## config.mk

```make
export PLATFORM = sky130hd
export DESIGN_NAME = led_burst_dimmer
export DESIGN_NICKNAME = d
export VERILOG_FILES = /design/src/rtl/led_dim_pkg.sv /design/src/rtl/led_dim_carrier.sv /design/src/rtl/led_dim_string.sv /design/src/rtl/led_burst_dimmer.sv
export SDC_FILE = /design/constraint.sdc
export NUM_CORES = 2
export LEC_CHECK = 0
export ABC_CLOCK_PERIOD_IN_PS = 28000
export CAP_MARGIN = 10
export CORE_UTILIZATION = 50
export CTS_CLUSTER_DIAMETER = 150
export CTS_CLUSTER_SIZE = 24
export DETAILED_ROUTE_END_ITERATION = 7
export DONT_BUFFER_PORTS = 1
export SLEW_MARGIN = 15
export SYNTH_ARGS = -nofsm -noshare
export SYNTH_HDL_FRONTEND = slang
export SYNTH_HIERARCHICAL = 1
export SYNTH_SLANG_ARGS = --single-unit
export TNS_END_PERCENT = 50
```

## constraint.sdc

```tcl
create_clock -name clk -period 28 [get_ports clk]
set_input_delay 4.2 -clock clk [delete_from_list [all_inputs] [get_ports clk]]
set_output_delay 4.2 -clock clk [all_outputs]
set_load 0.005 [all_outputs]
```

## src/rtl/led_dim_pkg.sv

```systemverilog
package led_dim_pkg;

    localparam int DEF_STRINGS   = 5;
    localparam int DEF_SAMP_W    = 10;
    localparam int DEF_GAIN_W    = 8;
    localparam int DEF_GAIN_FRAC = 4;
    localparam int DEF_CAR_W     = 4;

    typedef enum logic {
        SLOPE_UP   = 1'b0,
        SLOPE_DOWN = 1'b1
    } slope_e;

    // Proportional law centred at half scale, clamped to [0, peak].
    function automatic int duty_law(input int avg, input int target,
                                    input int gain, input int frac,
                                    input int half, input int peak);
        int err;
        int scaled;
        int d;
        err    = target - avg;
        scaled = (err * gain) >>> frac;
        d      = half + scaled;
        if (d < 0)
            d = 0;
        else if (d > peak)
            d = peak;
        return d;
    endfunction

endpackage

```

## src/rtl/led_dim_carrier.sv

```systemverilog
module led_dim_carrier
    import led_dim_pkg::*;
#(
    parameter int CAR_W = DEF_CAR_W
) (
    input  logic             clk,
    input  logic             rst,
    output logic [CAR_W-1:0] level_o,
    output logic             wrap_o
);
    localparam int PH_W = CAR_W + 1;

    logic [PH_W-1:0] phase_q;
    slope_e          slope;

    always_ff @(posedge clk) begin
        if (rst)
            phase_q <= '0;
        else
            phase_q <= phase_q + PH_W'(1);
    end

    always_comb begin
        slope   = phase_q[CAR_W] ? SLOPE_DOWN : SLOPE_UP;
        level_o = (slope == SLOPE_DOWN) ? ~phase_q[CAR_W-1:0] : phase_q[CAR_W-1:0];
        wrap_o  = &phase_q;
    end

endmodule

```

## src/rtl/led_dim_string.sv

```systemverilog
module led_dim_string
    import led_dim_pkg::*;
#(
    parameter int SAMP_W    = DEF_SAMP_W,
    parameter int GAIN_W    = DEF_GAIN_W,
    parameter int GAIN_FRAC = DEF_GAIN_FRAC,
    parameter int CAR_W     = DEF_CAR_W
) (
    input  logic              clk,
    input  logic              rst,
    input  logic              en_i,
    input  logic [SAMP_W-1:0] samp_i,
    input  logic [SAMP_W-1:0] ref_i,
    input  logic [GAIN_W-1:0] gain_i,
    input  logic [CAR_W-1:0]  level_i,
    input  logic              wrap_i,
    output logic              gate_o,
    output logic [CAR_W:0]    duty_o
);
    localparam int PEAK   = 1 << CAR_W;
    localparam int HALF   = PEAK / 2;
    localparam int DUTY_W = CAR_W + 1;
    localparam int ACC_W  = SAMP_W + CAR_W + 1;

    logic [DUTY_W-1:0] duty_q;
    logic [ACC_W-1:0]  acc_q;
    logic [ACC_W-1:0]  acc_sum;
    logic [SAMP_W-1:0] avg;
    logic              gate;
    int                law;

    always_comb begin
        gate    = en_i && (duty_q > {1'b0, level_i});
        acc_sum = acc_q + (gate ? ACC_W'(samp_i) : ACC_W'(0));
        // Division by the 2*PEAK period length is a slice of the top bits.
        avg     = acc_sum[ACC_W-1 -: SAMP_W];
        law     = duty_law(int'(avg), int'(ref_i), int'(gain_i),
                           GAIN_FRAC, HALF, PEAK);
    end

    always_ff @(posedge clk) begin
        if (rst) begin
            duty_q <= DUTY_W'(HALF);
            acc_q  <= '0;
        end else if (wrap_i) begin
            duty_q <= en_i ? DUTY_W'(law) : DUTY_W'(HALF);
            acc_q  <= '0;
        end else begin
            acc_q  <= en_i ? acc_sum : '0;
        end
    end

    assign gate_o = gate;
    assign duty_o = duty_q;

endmodule

```

## src/rtl/led_burst_dimmer.sv

```systemverilog
module led_burst_dimmer
    import led_dim_pkg::*;
#(
    parameter int N_STR     = DEF_STRINGS,
    parameter int SAMP_W    = DEF_SAMP_W,
    parameter int GAIN_W    = DEF_GAIN_W,
    parameter int GAIN_FRAC = DEF_GAIN_FRAC,
    parameter int CAR_W     = DEF_CAR_W
) (
    input  logic                     clk,
    input  logic                     rst,
    input  logic [SAMP_W-1:0]        ref_i,
    input  logic [GAIN_W-1:0]        gain_i,
    input  logic [N_STR-1:0]         str_en_i,
    input  logic [N_STR*SAMP_W-1:0]  samp_i,
    output logic [N_STR-1:0]         gate_o
);
    localparam int DUTY_W = CAR_W + 1;

    logic [CAR_W-1:0]        car_level;
    logic                    car_wrap;
    logic [N_STR*DUTY_W-1:0] duty_all;

    led_dim_carrier #(.CAR_W(CAR_W)) u_carrier (
        .clk     (clk),
        .rst     (rst),
        .level_o (car_level),
        .wrap_o  (car_wrap)
    );

    for (genvar g = 0; g < N_STR; g++) begin : g_str
        led_dim_string #(
            .SAMP_W    (SAMP_W),
            .GAIN_W    (GAIN_W),
            .GAIN_FRAC (GAIN_FRAC),
            .CAR_W     (CAR_W)
        ) u_loop (
            .clk     (clk),
            .rst     (rst),
            .en_i    (str_en_i[g]),
            .samp_i  (samp_i[g*SAMP_W +: SAMP_W]),
            .ref_i   (ref_i),
            .gain_i  (gain_i),
            .level_i (car_level),
            .wrap_i  (car_wrap),
            .gate_o  (gate_o[g]),
            .duty_o  (duty_all[g*DUTY_W +: DUTY_W])
        );
    end

endmodule

```

### Word-level counts from Yosys, hierarchy flattened

Index checks and enable logic that the tools add are counted.

* memories kept: 0
* output and inout bits: 5
* logic and storage cells: 86
* input bits: 75
* register bits: 105
* memory bits (writable): 0
* latch bits: 0
* ROM bits: 0

* $mul: 5
* equality and inequality tests: 0
* shift operators: 0
* magnitude comparators: 15
* reductions and logical operators: 11
* add/subtract/negate cells: 16
* bitwise logic cells: 6
* multiplexer cells: 22
* div/mod/pow operators: 0

Operator list (number)
* multiplier 11 x 9 -> 20 bit: 5
* adder 5 x 16 -> 17 bit, first input constant: 5
* > comparator 17 x 6 -> 1 bit, second input constant: 5
* less-than comparator 17 x 1 -> 1 bit, second input constant: 5
* adder 15 bit: 5
* two-way mux 5 bit: 15
* subtractor 10 x 10 -> 11 bit: 5
* two-way mux 10 bit: 5
* > comparator 5 x 4 -> 1 bit: 5
* OR reduction 3 bit: 5
* adder 5 x 1 -> 5 bit, second input constant: 1
* logical AND 1 bit: 5
* inverter 1 bit: 5
* AND reduction 5 bit: 1
* two-way mux 4 bit: 1
* inverter 4 bit: 1
* two-way mux 1 bit: 1

### Longest topological paths before layout

* depth after elaboration: 13
* gate-level depth with buffers: 51
* mapped depth without buffers: 50

### Modules after synthesis

Netlist, hierarchy kept.

Modules (own cells, without submodules)
* led_dim_string at g_str[3].u_loop: cells each 719, seq. area each 400.4 um^2, area an instance 5911.9 um^2, times used 1
* led_dim_string at g_str[2].u_loop: cells each 697, seq. area each 400.4 um^2, area an instance 5746.8 um^2, times used 1
* led_dim_string at g_str[1].u_loop: cells each 700, seq. area each 400.4 um^2, area an instance 5709.2 um^2, times used 1
* led_dim_string at g_str[4].u_loop: cells each 692, seq. area each 400.4 um^2, area an instance 5684.2 um^2, times used 1
* led_dim_string at g_str[0].u_loop: cells each 689, seq. area each 400.4 um^2, area an instance 5624.1 um^2, times used 1
* led_dim_carrier: cells each 21, seq. area each 100.1 um^2, area an instance 230.2 um^2, times used 1

### Least setup slack after synthesis

Ideal clock, no wire load.

* kind: input port to flip-flop
* start: in str_en_i[4]
* end: reg g_str[4].u_loop.duty_q[3]
* path buffers: 2
* arrival: 13.212 ns
* required time: 27.899 ns
* library setup time: 0.101 ns
* stages: 40
* setup slack: 14.687 ns
* cells stage by stage: o21a_1 > clkbuf_1 > nand2_1 > inv_1 > ha_1 > a21o_1 > a21oi_1 > o21ai_0 > a21oi_1 > o21bai_1 > a21oi_1 > xor2_1 > ha_1 > nor2b_1 > o21ai_0 > a21boi_0 > o21ai_0 > nand2b_1 > [4 not listed] > fa_1 > inv_1 > fa_1 > fa_1 > inv_1 > fa_1 > inv_1 > ha_1 > buf_4 > and3_4 > a22oi_1 > mux2i_2 > nand4_2 > or4b_4 > a2111oi_4 > nor2_1 > or4_1 > o41ai_1

* word-level cells in the longest chain between the ends: 10
* elaborated cells between the ends (all ways): 11
* those cells by class: 3 x add/sub; 1 x mul; 2 x order compare; 4 x mux; 1 x reduce/logical

RTL lines
* start, declared: RTL line led_burst_dimmer.sv:14 `input logic [N_STR-1:0] str_en_i,`
* logical AND 1 bit *: RTL line led_dim_string.sv:33 `gate = en_i && (duty_q > {1'b0, level_i});`
* net gate_o[4]: RTL line led_burst_dimmer.sv:16 `output logic [N_STR-1:0] gate_o`
* two-way mux 10 bit *: RTL line led_dim_string.sv:34 `acc_sum = acc_q + (gate ? ACC_W'(samp_i) : ACC_W'(0));`
* adder 15 bit *: RTL line led_dim_string.sv:34
* subtractor 10 x 10 -> 11 bit *: RTL line led_dim_pkg.sv:21 `err = target - avg;`
* multiplier 11 x 9 -> 20 bit *: RTL line led_dim_pkg.sv:22 `scaled = (err * gain) >>> frac;`
* adder 5 x 16 -> 17 bit *: RTL line led_dim_pkg.sv:23 `d = half + scaled;`
* > comparator 17 x 6 -> 1 bit: RTL line led_dim_pkg.sv:26 `else if (d > peak)`
* two-way mux 5 bit: RTL line led_dim_pkg.sv:26
* two-way mux 5 bit *: RTL line led_dim_pkg.sv:24 `if (d < 0)`
* two-way mux 5 bit *: RTL line led_dim_string.sv:46 `duty_q <= en_i ? DUTY_W'(law) : DUTY_W'(HALF);`
* end signal, assigned: RTL line led_dim_string.sv:43 `duty_q <= DUTY_W'(HALF);`
* end signal, assigned: RTL line led_dim_string.sv:46
* end, declared: RTL line led_dim_string.sv:25 `logic [DUTY_W-1:0] duty_q;`

Mark *: on every way through the listed nets, which the timed path passes. The rest lies on a longest branch.
A chain may end at the register's enable or synchronous reset.

### Worst setup path in the final report

* start: in str_en_i[4]
* end: reg g_str[4].u_loop.duty_q[1]

* word-level cells in the longest chain between the ends: 10
* elaborated cells between the ends (all ways): 11
* those cells by class: 3 x add/sub; 1 x mul; 2 x order compare; 4 x mux; 1 x reduce/logical

RTL lines
* logical AND 1 bit *: RTL line led_dim_string.sv:33
* two-way mux 10 bit *: RTL line led_dim_string.sv:34
* adder 15 bit *: RTL line led_dim_string.sv:34
* net g_str[4].u_loop.acc_sum[6]: RTL line led_dim_string.sv:27 `logic [ACC_W-1:0] acc_sum;`
* subtractor 10 x 10 -> 11 bit *: RTL line led_dim_pkg.sv:21
* multiplier 11 x 9 -> 20 bit *: RTL line led_dim_pkg.sv:22
* adder 5 x 16 -> 17 bit *: RTL line led_dim_pkg.sv:23
* > comparator 17 x 6 -> 1 bit: RTL line led_dim_pkg.sv:26
* two-way mux 5 bit: RTL line led_dim_pkg.sv:26
* two-way mux 5 bit *: RTL line led_dim_pkg.sv:24
* two-way mux 5 bit *: RTL line led_dim_string.sv:46

Marks and branches as above.

==> results.toml <==
[critical_path]
crit_fanout = 11
critPathMaxStageDelay_ns = 0.65
slowest_stage = "nor4_1"
worstPathRequired_ns = 28.35
crit_end = "g_str[4].u_loop/duty_o[1]"
crit_start = "str_en_i[4]"
cp-start-kind = "input port"
endpoint_kind = "flip-flop"
crit_arrival_ns = 14.38
r2r_setup_slack_ns = 15.52
r2r_cells = 48
path_common_cell = "fa_1"
reg2reg_from = "u_carrier/phase_q[4]"
crit_type = "in -> reg"
reg2reg_to = "g_str[2].u_loop/duty_o[1]"

[synthesis]
syn-num-nets = 4270
synthMostInstantiatedCell = "inv_1"
ys_ff_latch = 105
synthTopCellsByArea = "fa_1, ha_1, inv_1"
ys.warnings.count = 6
netlist_area_mm2 = 0.0289
ys.flop_type = "dfxtp_1"
yosysTopAreaCellShare_pct = 25.6
syn_area_per_cell_um2 = 8.22
synthCells = 3518
synth_seq_area_share_pct = 7.27
synth_edf_count = 0
async_flop_share_pct = 0
synth_common_cells = "inv_1, fa_1, ha_1"
synthDistinctLibCells = 126
synth_top_area_cell = "fa_1"

[floorplanning]
fp-row-count = 87
die_w_um = 242
ios = 80
dieArea_mm2 = 0.0588
die_h_um = 242
start_util_pct = 51.0
core_area_mm2 = 0.0567

[clocking]
root_buffer = "clkbuf_16"
cts_setup_buffers = 0
cts_buffers = 9
htreeDepth = 3
cts_tree = "done"
hold_buffers = 0
clockBufferDepth = 2
insertion_delay_ns = 0.40
clk_pin_slew_ns = 0.08
numClockSinks = 105
cts_resized = 0

[sta]
tightest_slew_ns = 1.02
hold_viol_final = 0
rsz0062_at_grt = "no"
slew_violations = 0
tns_ns = 0
post-route-min-period_ns = 14.03
fin_skew_ns = 0.0114
fmax_mhz = 71.3
finalCritPeriodShare_pct = 50.1
relSlewSlack_pct = 31.7
setup_viol = 0

[global_route]
first_global_vias = 23800
met1_usage_pct = 35.1
antenna_found_initial = 12
grt_overflow = 0
grt_use_met3_pct = 3.92
grt_pass1_wl_mm = 122
top_usage_layer = "met2"
grt_usage_pct = 25.5
grt_use_met2_pct = 41.9
grt_max_degree = 64

[route]
ant_nets = 0
vias_per_cell = 5.56
drt_iter0_markers = 1223
drc = 0
wirelength_mm = 72.4
wire_per_inst_um = 17.2
vias = 23300
dr.pass1.iters = 6

[finish]
nNetsFinal = 4183
synthToLayoutAreaGrowth_pct = 2.94
drive_gt1_share_pct = 4.16
final_core_util_pct = 52.5

[place]
portBuffers = 0
hpwl_mm = 57.7
routabilityCongestion = 0.883

[outcome]
status = "finished, final reports clean"

[worst_hold_path]
hold_path_class = "reg -> reg"

[job]
cap_violations = 0
-- critical path: cells and delay by family --
kind / cells / cell delay, ns
compound gates: 12 / 2.74
xor+xnor: 3 / 0.99
buf+inv: 5 / 0.31
simple gates: 10 / 2.28
fa+ha+maj: 9 / 3.85
-- metrics by stage --
step / hold slack [ns] / worst slack (ns) / cell area (um^2) / cells
after floorplan: 0.442 / 14.69 / 28900 / 3518
after CTS: 0.482 / 13.94 / 29700 / 4192
after global placement: 0.463 / 13.89 / 29400 / 4176
after global routing: 0.493 / 13.11 / 29700 / 4194
final: 0.483 / 13.97 / 29800 / 4200
after detailed placement: 0.462 / 13.55 / 29400 / 4176
-- worst min path at each step --
stage	to	slack, ns	cells after the start	startpoint
after floorplan	g_str[1].u_loop/duty_o[0]	0.44	1	g_str[1].u_loop/duty_o[0]
after global placement	g_str[3].u_loop/duty_o[0]	0.46	1	g_str[3].u_loop/duty_o[0]
after detailed placement	g_str[2].u_loop/duty_o[0]	0.46	1	g_str[2].u_loop/duty_o[0]
after CTS	g_str[2].u_loop/duty_o[0]	0.48	1	g_str[2].u_loop/duty_o[0]
after global routing	g_str[1].u_loop/duty_o[0]	0.49	1	g_str[1].u_loop/duty_o[0]
final	g_str[1].u_loop/duty_o[0]	0.48	1	g_str[1].u_loop/duty_o[0]
-- area by class of cell --
cell class	count	area (um^2)
Fill cell	5405	27000
Multi-Input combinational cell	2663	23900
Inverter	647	2430
Sequential cell	105	2100
Tap cell	756	946
Clock buffer	10	239
Clock inverter	6	67.6
Timing Repair Buffer	5	37.5
Antenna cell	8	20.0
-- flip-flops by register name, summed over array words and instances, names as in the netlist --
signal               flops
u_carrier/phase_q        5
g_str.u_loop/acc_q      75
g_str.u_loop/duty_o     25
-- cell families (layout without fill, tap and decap cells) --
logic type	after synthesis	after routing	synth area share (%)
adder cells (fa/ha/maj)	679	679	39.0
AND/OR/NAND/NOR	1119	1119	20.4
XOR/XNOR	182	182	5.62
multiplexers	62	62	2.33
AO/OA/AOI/OAI	621	621	15.3
other	0	8	0
flip-flops	105	105	7.27
buffers and inverters	750	668	10.0
-- placed cells by master, fill, tap and decap left out, types with 18 or more instances in the layout --
master and n:
dfxtp_1 105, nor3b_1 19, o31ai_1 24, a21oi_1 143, nor4_1 18, and2_1 228, o211ai_1 18, nor2_1 154
ha_1 307, and3_1 26, xnor2_1 113, nor2b_1 104, inv_1 645, mux2_2 31, o21a_1 32, a21o_1 45
mux2i_1 24, fa_1 370, nor3_1 49, nand2b_1 73, nand3_1 49, a21boi_0 25, xor2_1 64, o21ai_0 128
nand2_1 302
-- routing by layer --
metal | share of wire, % | vias to the layer above
met5 | 0.018 | -
met1 | 47 | 11500
met3 | 5.2 | 82
met2 | 46 | 477
li1 | - | 11300
met4 | 1.9 | 2
Power is left out: the tool's default activity adds up to more than one toggle a clock period on the data nets, which glitch-free logic cannot reach.
